File: config.mk
export PLATFORM = sky130hd
export DESIGN_NAME = cell_tally_top
export DESIGN_NICKNAME = d
export VERILOG_FILES = /design/src/rtl/cell_tally_pkg.sv /design/src/rtl/cell_qual.sv /design/src/rtl/sat_tally.sv /design/src/rtl/snap_readout.sv /design/src/rtl/cell_tally_top.sv
export SDC_FILE = /design/constraint.sdc
export NUM_CORES = 1
export LEC_CHECK = 0
export ABC_AREA = 1
export BUFFER_PORTS_ARGS = -buffer_cell sky130_fd_sc_hd__buf_4
export CAP_MARGIN = 5
export CELL_PAD_IN_SITES_DETAIL_PLACEMENT = 1
export CELL_PAD_IN_SITES_GLOBAL_PLACEMENT = 1
export CORE_MARGIN = 1.5
export CORE_UTILIZATION = 47
export DETAILED_ROUTE_END_ITERATION = 7
export GPL_ROUTABILITY_DRIVEN = 0
export PLACE_DENSITY_LB_ADDON = 0.1
export SLEW_MARGIN = 0
export SYNTH_ARGS = -nofsm -noshare
export SYNTH_HDL_FRONTEND = slang
export SYNTH_SLANG_ARGS = --single-unit
File: constraint.sdc
create_clock -name clk -period 4.8 [get_ports clk]
set_input_delay 0 -clock clk [delete_from_list [all_inputs] [get_ports clk]]
set_output_delay 0 -clock clk [all_outputs]
set_load 0.01 [all_outputs]
File: src/rtl/cell_tally_pkg.sv
// Package: shared constants and helpers for the cell tally block.
// Assumes byte-wide register access and a counter width that is a multiple of 8.
package cell_tally_pkg;

    localparam int BYTE_W = 8;

    // Number of byte registers needed for a counter of the given width.
    function automatic int byte_count(input int width);
        return width / BYTE_W;
    endfunction

endpackage

File: src/rtl/cell_qual.sv
// Module: cell_qual
// Decides whether the cell pulse of this cycle counts. A cell counts only
// when the write pulse is high and none of the discard or idle flags is set.
// Assumes the flags are valid in the same cycle as cell_wr.
module cell_qual (
    input  logic cell_wr,
    input  logic cell_idle,
    input  logic cell_hec_bad,
    input  logic cell_filtered,
    output logic cell_count
);

    // Combine the pulse and the three rejection flags.
    always_comb begin
        cell_count = cell_wr & ~(cell_idle | cell_hec_bad | cell_filtered);
    end

endmodule

File: src/rtl/sat_tally.sv
// Module: sat_tally
// Live saturating counter. A clear reloads it with the increment of the
// same cycle, so a cell that coincides with a clear is kept.
// Assumes clr and inc are single-cycle, synchronous to clk.
module sat_tally #(
    parameter int CNT_W = 32
) (
    input  logic             clk,
    input  logic             rst_n,
    input  logic             inc,
    input  logic             clr,
    output logic [CNT_W-1:0] cnt
);

    localparam logic [CNT_W-1:0] CNT_MAX = '1;

    logic at_max;

    // Flag the saturation value.
    always_comb begin
        at_max = (cnt == CNT_MAX);
    end

    // Count up, saturate, or restart on clear.
    always_ff @(posedge clk) begin
        if (!rst_n) begin
            cnt <= '0;
        end else if (clr) begin
            cnt <= inc ? CNT_W'(1) : '0;
        end else if (inc && !at_max) begin
            cnt <= cnt + CNT_W'(1);
        end
    end

    // once saturated, stays saturated until a clear.
    p_sat_hold_r7: assert property (@(posedge clk) disable iff (!rst_n)
        (cnt == CNT_MAX && !clr) |=> (cnt == CNT_MAX));

    // a clear reloads with the coincident increment.
    p_clr_reload_r10: assert property (@(posedge clk) disable iff (!rst_n)
        clr |=> (cnt == CNT_W'($past(inc))));

    // an accepted cell below saturation adds exactly one.
    p_inc_one_r3: assert property (@(posedge clk) disable iff (!rst_n)
        (!clr && inc && cnt != CNT_MAX) |=> (cnt == $past(cnt) + CNT_W'(1)));

    // without a clear or a cell the count does not move.
    p_idle_stable_r12: assert property (@(posedge clk) disable iff (!rst_n)
        (!clr && !inc) |=> $stable(cnt));

endmodule

File: src/rtl/snap_readout.sv
// Module: snap_readout
// Byte read port. Address 0 returns the live top byte, captures the rest of
// the live count into a holding register and requests a clear. Other
// addresses return bytes of the held copy, and unmapped addresses return 0.
// Assumes 2**ADDR_W >= CNT_W/8 and CNT_W >= 16.
module snap_readout
    import cell_tally_pkg::*;
#(
    parameter int CNT_W  = 32,
    parameter int ADDR_W = 2
) (
    input  logic              clk,
    input  logic              rst_n,
    input  logic              rd_stb,
    input  logic [ADDR_W-1:0] rd_addr,
    input  logic [CNT_W-1:0]  live,
    output logic              clr,
    output logic [BYTE_W-1:0] rd_data
);

    localparam int NBYTES = byte_count(CNT_W);
    localparam int HOLD_W = CNT_W - BYTE_W;

    logic [HOLD_W-1:0] hold;
    logic [BYTE_W-1:0] sel;

    // A read of the top byte is the clearing read.
    always_comb begin
        clr = rd_stb && (rd_addr == '0);
    end

    // Pick the byte for the addressed register.
    always_comb begin
        sel = '0;
        if (rd_addr == '0) begin
            sel = live[CNT_W-1 -: BYTE_W];
        end else begin
            for (int k = 1; k < NBYTES; k++) begin
                if (rd_addr == ADDR_W'(k)) begin
                    sel = hold[(NBYTES-1-k)*BYTE_W +: BYTE_W];
                end
            end
        end
    end

    // Capture the lower bytes of the live count on the clearing read.
    always_ff @(posedge clk) begin
        if (!rst_n) begin
            hold <= '0;
        end else if (clr) begin
            hold <= live[HOLD_W-1:0];
        end
    end

    // Register the read data one cycle after the strobe.
    always_ff @(posedge clk) begin
        if (!rst_n) begin
            rd_data <= '0;
        end else if (rd_stb) begin
            rd_data <= sel;
        end
    end

    // the holding register takes the live count at the clearing read.
    p_snap_capture_r9: assert property (@(posedge clk) disable iff (!rst_n)
        clr |=> (hold == $past(live[HOLD_W-1:0])));

    // without a clearing read the held copy does not change.
    p_snap_stable_r9: assert property (@(posedge clk) disable iff (!rst_n)
        !clr |=> $stable(hold));

    // address 0 returns the top byte of the live count.
    p_msb_read_r1: assert property (@(posedge clk) disable iff (!rst_n)
        clr |=> (rd_data == $past(live[CNT_W-1 -: BYTE_W])));

    // read data holds while no strobe is present.
    p_rd_hold_r11: assert property (@(posedge clk) disable iff (!rst_n)
        !rd_stb |=> $stable(rd_data));

endmodule

File: src/rtl/cell_tally_top.sv
// Module: cell_tally_top
// Saturating clear-on-read cell counter with a byte-wide read port.
// Assumes cell_wr is one cycle per cell and that the read strobe is one cycle
// per access. Reset is synchronous and active low.
module cell_tally_top #(
    parameter int CNT_W  = 32,
    parameter int ADDR_W = 2
) (
    input  logic              clk,
    input  logic              rst_n,
    input  logic              cell_wr,
    input  logic              cell_idle,
    input  logic              cell_hec_bad,
    input  logic              cell_filtered,
    input  logic              rd_stb,
    input  logic [ADDR_W-1:0] rd_addr,
    output logic [7:0]        rd_data
);

    logic             accept;
    logic             clr;
    logic [CNT_W-1:0] live;

    cell_qual u_qual (
        .cell_wr       (cell_wr),
        .cell_idle     (cell_idle),
        .cell_hec_bad  (cell_hec_bad),
        .cell_filtered (cell_filtered),
        .cell_count    (accept)
    );

    sat_tally #(.CNT_W(CNT_W)) u_tally (
        .clk   (clk),
        .rst_n (rst_n),
        .inc   (accept),
        .clr   (clr),
        .cnt   (live)
    );

    snap_readout #(.CNT_W(CNT_W), .ADDR_W(ADDR_W)) u_read (
        .clk     (clk),
        .rst_n   (rst_n),
        .rd_stb  (rd_stb),
        .rd_addr (rd_addr),
        .live    (live),
        .clr     (clr),
        .rd_data (rd_data)
    );

    // a flagged cell never counts.
    p_flagged_ignored_r4: assert property (@(posedge clk) disable iff (!rst_n)
        (cell_idle || cell_hec_bad || cell_filtered) |-> !accept);

    // the cycle after reset the live count is zero.
    p_reset_zero_r2: assert property (@(posedge clk)
        !rst_n |=> (live == '0 && rd_data == 8'h00));

endmodule

==> results of run 1 <==
layer usage:
layer | global-route usage, % | vias up | wire (microns)
met4 | 10.8 | 0 | 203
met5 | 0 | - | 0
met1 | 35.9 | 1596 | 4580
met3 | 3.51 | 16 | 272
met2 | 47.6 | 43 | 4920
li1 | - | 1680 | -
per-stage QoR:
stage / setup WS [ps] / cells / power, mW / util [%] / hold slack [ps]
floorplan: 3170 / 511 / 0.618 / - / 138
global placement: 2340 / 602 / 0.639 / 50.6 / 317
detailed placement: 2300 / 602 / 0.642 / 50.6 / 326
CTS: 2140 / 619 / 1.22 / 54.4 / 30.5
global route: 1840 / 619 / 1.26 / 54.4 / 55.4
finish: 2120 / 619 / 1.21 / 54.4 / 39.1
registers in the layout (all words and copies together), names as in the netlist:
register / cells
u_tally.cnt: 32
u_read.hold: 24
u_read.rd_data: 8
area by class of cell:
cell class | instances | share of cell area, %
Timing Repair Buffer | 17 | 3.50
Multi-Input combinational cell | 404 | 49.9
Inverter | 22 | 2.22
Sequential cell | 64 | 34.5
Clock inverter | 5 | 2.80
Tap cell | 96 | 3.23
Clock buffer | 11 | 3.81
synthesized netlist by cell type, types with 2 or more instances:
library cell / count
nand2_2: 3
nand3b_1: 14
clkbuf_1: 9
nor2_1: 93
dfxtp_1: 64
nor2_4: 4
o21ai_1: 5
inv_1: 20
o21ai_0: 46
nand3_1: 22
nand2_1: 149
and2_1: 2
a21oi_1: 36
nand2_4: 3
buf_2: 6
nor2_2: 5
buf_4: 2
a31oi_1: 15
buf_6: 3
worst max-delay path, stage by stage:
cell	delay, ps
dlygate4sd3_1	540
buf_4	190
nand2_2	570
inv_2	400
nor2_1	820
o21ai_0	260
nor2_1	150
cell usage in the layout (no fill, tap or decap), types with 2 or more instances in the layout:
cell,Yosys,final
o21ai_0,46,46
inv_1,20,20
buf_4,2,16
nand3_1,22,22
nor2_1,93,93
a21oi_1,36,36
nand2_2,3,3
nor2_4,4,4
nand2_1,149,149
and2_1,2,2
dfxtp_1,64,64
clkbuf_8,0,10
bufinv_16,0,3
nand3b_1,14,14
nor2_2,5,5
nand2_4,3,3
o21ai_1,5,5
a31oi_1,15,15
power groups by stage:
stage	combinational [mW]	sequential, mW	clock, mW
final	0.0773	0.554	0.583
after global routing	0.0873	0.555	0.616
after CTS	0.0775	0.554	0.589
after detailed placement	0.0756	0.566	0
after global placement	0.0739	0.566	0
after floorplan	0.0529	0.565	0
worst max-delay path by stage:
stage          depth (start not counted)         endpoint  slack, ps
3_5_place_dp                           7  u_tally.cnt[13]       2300
2_1_floorplan                         11  u_tally.cnt[16]       3170
3_3_place_gp                           7  u_tally.cnt[15]       2340
4_1_cts                                7  u_tally.cnt[24]       2140
6_report                               7  u_tally.cnt[24]       2120
5_1_grt                                7  u_tally.cnt[13]       1840
kinds of logic after synthesis:
logic type / Yosys count / synth area share [%]
simple gates: 298 / 38.6
compound gates: 104 / 16.4
flops: 64 / 38.4
buf+inv: 43 / 5.96
xor+xnor: 1 / 0.263
fa+ha+maj: 1 / 0.375
==> results.cfg, run 1 <==
[clock_network]
root_buffer = clkbuf_8
cts_sinks = 64
cts_tree = yes
postCtsSetupBuffers = 0
clk-insertion-delay-late_ps = 350
hold_buffers = 1
path_clk_slew_ps = 70
ctsLongestPathBuffers = 2
h-tree-depth = 3
cts_buffers = 9
post_cts_resize_count = 0

[routing]
ant_nets = 0
drtPass1Iterations = 4
drt-total-wl_microns = 9980
first_iter_violations = 141
via_per_inst = 5.39
vias = 3335
wl_per_cell_microns = 16.1
drcViolationCount = 0

[final_layout]
final-seq-area_sq_mm = 0.00128
diodes = 0
fillers = 932
drive_gt1_share_pct = 9.18
nNetsFinal = 528
syn2layout_area_growth_pct = 11.4
stdcell_area_sq_mm = 0.00371
multi_input_area_sq_mm = 0.00186

[power_and_ir_drop]
netSwitchingFraction_pct = 23.3
seq_power_share_pct = 45.6
powerDensity_mw_per_mm2 = 327
p_sw_uw = 283
pwr-share-clk_pct = 48.0
p_leak_nw = 1.32
intPower_uw = 931
combPwrFrac_pct = 6.4
vdd_drop_max_mv = 0.141

[critical_path]
endpoint_kind = flop
reg2reg_slack_ps = 2520
r2r_cells = 10
cp-startpoint = rd_stb
worst_r2r_endpoint = u_tally.cnt[22]
critical_path.startpoint_type = input pin
crit_fanout = 43
critPathArrivalTime_ps = 2960
crit_type = input pin to flop
r2r_start = u_tally.cnt[0]
required_ps = 5080

[worst_hold_path]
hold_depth = 3
hp-class = input pin to flop
holdPathEnd = u_read.rd_data[6]
min_from = rd_addr[1]

[die]
rows = 30
coreArea_sq_mm = 0.00683
dieHeight_microns = 87.2
die-area_sq_mm = 0.00761
ios = 17
die_w_microns = 87.2
initial_core_util_pct = 48.8

[timing]
max_freq_mhz = 373
min_period_over_period_pct = 55.9
skew_ps = 10.1
grt_setup_unrepaired = false
maxSlewHeadroom_pct = 37.1
slew_viol_final = 0
worstMarginPinSlew_ps = 940
fin_crit_ps = 2680
finalHoldViolCount = 0
finalSetupTns_ps = 0
setup_viol_count_final = 0

[run_status]
status = finished clean

[grt]
grt_pass1_vias = 3314
grt_max_degree = 44
grt_usage_pct = 28.0
grt_pass1_wl_microns = 16100
overflow = 0
antenna_found_initial = 0

[run]
drv_cap = 0

[placement]
place_area_sq_mm = 0.00346
hpwl_microns = 6890
numPortBuffers = 16

[yosys]
mappedNetlistNets = 521
yosysTopAreaCellShare_pct = 38.4
ys_warn_count = 0
synthArstFlopShare_pct = 0
synth_ff_type = dfxtp_1
synth_area_sq_mm = 0.00334
ys_ff_latch = 64
synthCells = 511
syn_area_per_cell_sq_um = 6.53
synthTopCellsByArea = dfxtp_1, nand2_1, nor2_1
synth_cell_type_count = 29
synth_sequential_area_ratio_pct = 38.4
synth_edf_count = 0
yosysTopAreaCell = dfxtp_1
Note: power is estimated with default switching activity, not from simulation.
==> run 2: changes to the inputs <==
--- a/config.mk
+++ b/config.mk
@@ -11,7 +11,7 @@
 export CELL_PAD_IN_SITES_DETAIL_PLACEMENT = 1
 export CELL_PAD_IN_SITES_GLOBAL_PLACEMENT = 1
 export CORE_MARGIN = 1.5
-export CORE_UTILIZATION = 47
+export CORE_UTILIZATION = 39
 export DETAILED_ROUTE_END_ITERATION = 7
 export GPL_ROUTABILITY_DRIVEN = 0
 export PLACE_DENSITY_LB_ADDON = 0.1
==> constraint.sdc (replaced) <==
create_clock -name clk -period 2.45 [get_ports clk]
set_input_delay 0 -clock clk [delete_from_list [all_inputs] [get_ports clk]]
set_output_delay 0 -clock clk [all_outputs]
set_load 0.01 [all_outputs]
==> run 2 against run 1 <==
Against the previous run:
- die area increased by 20%
- via count is 2.5% higher
- critical path depth up 3
- non-clock buffer count increased by 19
- global-route usage shrank 2.6 points
- wire length rose by 6.6%
- register-to-register slack worse by 2100 ps
- sequential cell count unchanged
- power rose by 77%
- largest cell class unchanged
- cell count increased by 4.5%
- combinational power grew 110%
==> results.cfg, run 2 (synthesized netlist as in run 1, its figures left out) <==
[run_status]
status = finished clean

[die]
die_w_microns = 95.5
rows = 33
die-area_sq_mm = 0.00912
coreArea_sq_mm = 0.00826
ios = 17
initial_core_util_pct = 40.4
dieHeight_microns = 95.5

[final_layout]
final-seq-area_sq_mm = 0.00128
fin_cells = 647
mostFrequentLayoutCells = nand2_1, nor2_1, dfxtp_1
final_common_cell = nand2_1
syn2layout_area_growth_pct = 14.5
diodes = 0
largest_reg_flops = 32
top_regs = u_tally.cnt (32), u_read.hold (24), u_read.rd_data (8)
drive_gt1_share_pct = 12.5
multi_input_area_sq_mm = 0.00186
regMostFlops = u_tally.cnt
fillers = 1121
nNetsFinal = 547

[timing]
finalWorstSetupSlack_ps = 415
finalHoldViolCount = 0
setup_viol_count_final = 0
fin_crit_ps = 2040
whs_ps = 26.8
grt_setup_unrepaired = false
finalSetupTns_ps = 0
maxSlewHeadroom_pct = 31.3
skew_ps = 10.4
max_freq_mhz = 491
min_period_over_period_pct = 83.1
worstMarginPinSlew_ps = 1030
slew_viol_final = 0

[routing]
first_iter_violations = 168
vias = 3417
wl_met2_microns = 4980
wl_met1_microns = 5170
dr.max_layer_used = met4
drt-total-wl_microns = 10600
via_per_inst = 5.28
wl_per_cell_microns = 16.4
drcViolationCount = 0
ant_nets = 0
wl_met3_microns = 313
drtPass1Iterations = 4

[clock_network]
ctsLongestPathBuffers = 2
cts_tree = yes
h-tree-depth = 3
clk-insertion-delay-late_ps = 340
cts_buffers = 9
cts_sinks = 64
path_clk_slew_ps = 80
root_buffer = clkbuf_8
postCtsSetupBuffers = 0

[critical_path]
cpMaxStageDelayCell = dfxtp_1
crit_fanout = 23
crit_chain = ha_1, nand2_2, nor2_4, nand2_4, nor2_4, nand2_2, nand2_4, buf_4, nand3_1, a21oi_1
critical_path.startpoint_type = flop
critPathArrivalTime_ps = 2310
endpoint_kind = flop
crit_type = flop to flop
worst_path_largest_cell_delay_ps = 380
required_ps = 2720

[grt]
overflow = 0
grt_pass1_vias = 3406
grt_max_degree = 43
grt_pass1_wl_microns = 17100
antenna_found_initial = 0
grt_usage_pct = 25.3

[power_and_ir_drop]
powerDensity_mw_per_mm2 = 564
vdd_drop_max_mv = 0.260
p_leak_nw = 1.39

[placement]
dp.cells = 630
preCtsSetupSlack_ps = 472
numPortBuffers = 16
hpwl_microns = 7790

[run]
drv_cap = 0

[worst_hold_path]
hp-class = input pin to flop
run 2: cell count changes in the layout (fill, tap and decap cells not counted), sizes merged:
| cell | change |
|---|---|
| clkbuf | -2 |
| clkinv | +2 |
| buf | +19 |
| clkinvlp | +2 |
| bufinv | -2 |
run 2: layout make-up:
class,instances,share of cell area [%]
multi-input cells,404,48.6
well taps,105,3.44
clock inverters,7,1.90
clock buffers,9,3.24
inverters,22,2.16
repair buffers,36,7.14
flip-flops and latches,64,33.5
run 2: path summary, 6_finish.rpt:
kind                   start                end  slack, ps  cells after the start
max reg2reg   u_tally.cnt[1]    u_tally.cnt[28]        410                     10
max           u_tally.cnt[1]    u_tally.cnt[28]        410                     10
min               rd_addr[1]  u_read.rd_data[6]         30                      3
min reg2reg  u_read.hold[18]    u_read.hold[18]        460                      2
run 2: report_power, final:
part	switching, mW	internal, mW
logic	0.104	0.0560
registers	0.0161	1.07
clock network	0.442	0.469
run 2: per-layer routing:
metal	track usage, %	vias to the layer above
li1	-	1723
met1	34.1	1633
met2	41.2	46
met3	3.11	15
met4	9.68	0
met5	0	-
run 2: critical path, delay by kind of cell, from the launching register on:
kind            cells  cell delay, ps
flops               1             380
simple gates        7             900
buf+inv             1             260
compound gates      1             170
fa+ha+maj           1             240
run 2: timing repair:
action | 4_1_cts | 5_1_grt
gates resized for setup | 0 | 0
setup endpoints to repair | 0 | 0
hold buffers | 1 | 0
hold endpoints to repair | 8 | 0
run 2: stage by stage:
step,util [%],cell area [sq um],power [mW]
floorplan,-,3340,1.21
global placement,43.8,3610,1.26
detailed placement,43.8,3610,1.27
CTS,46.3,3820,2.18
global route,46.3,3820,2.25
finish,46.3,3820,2.15
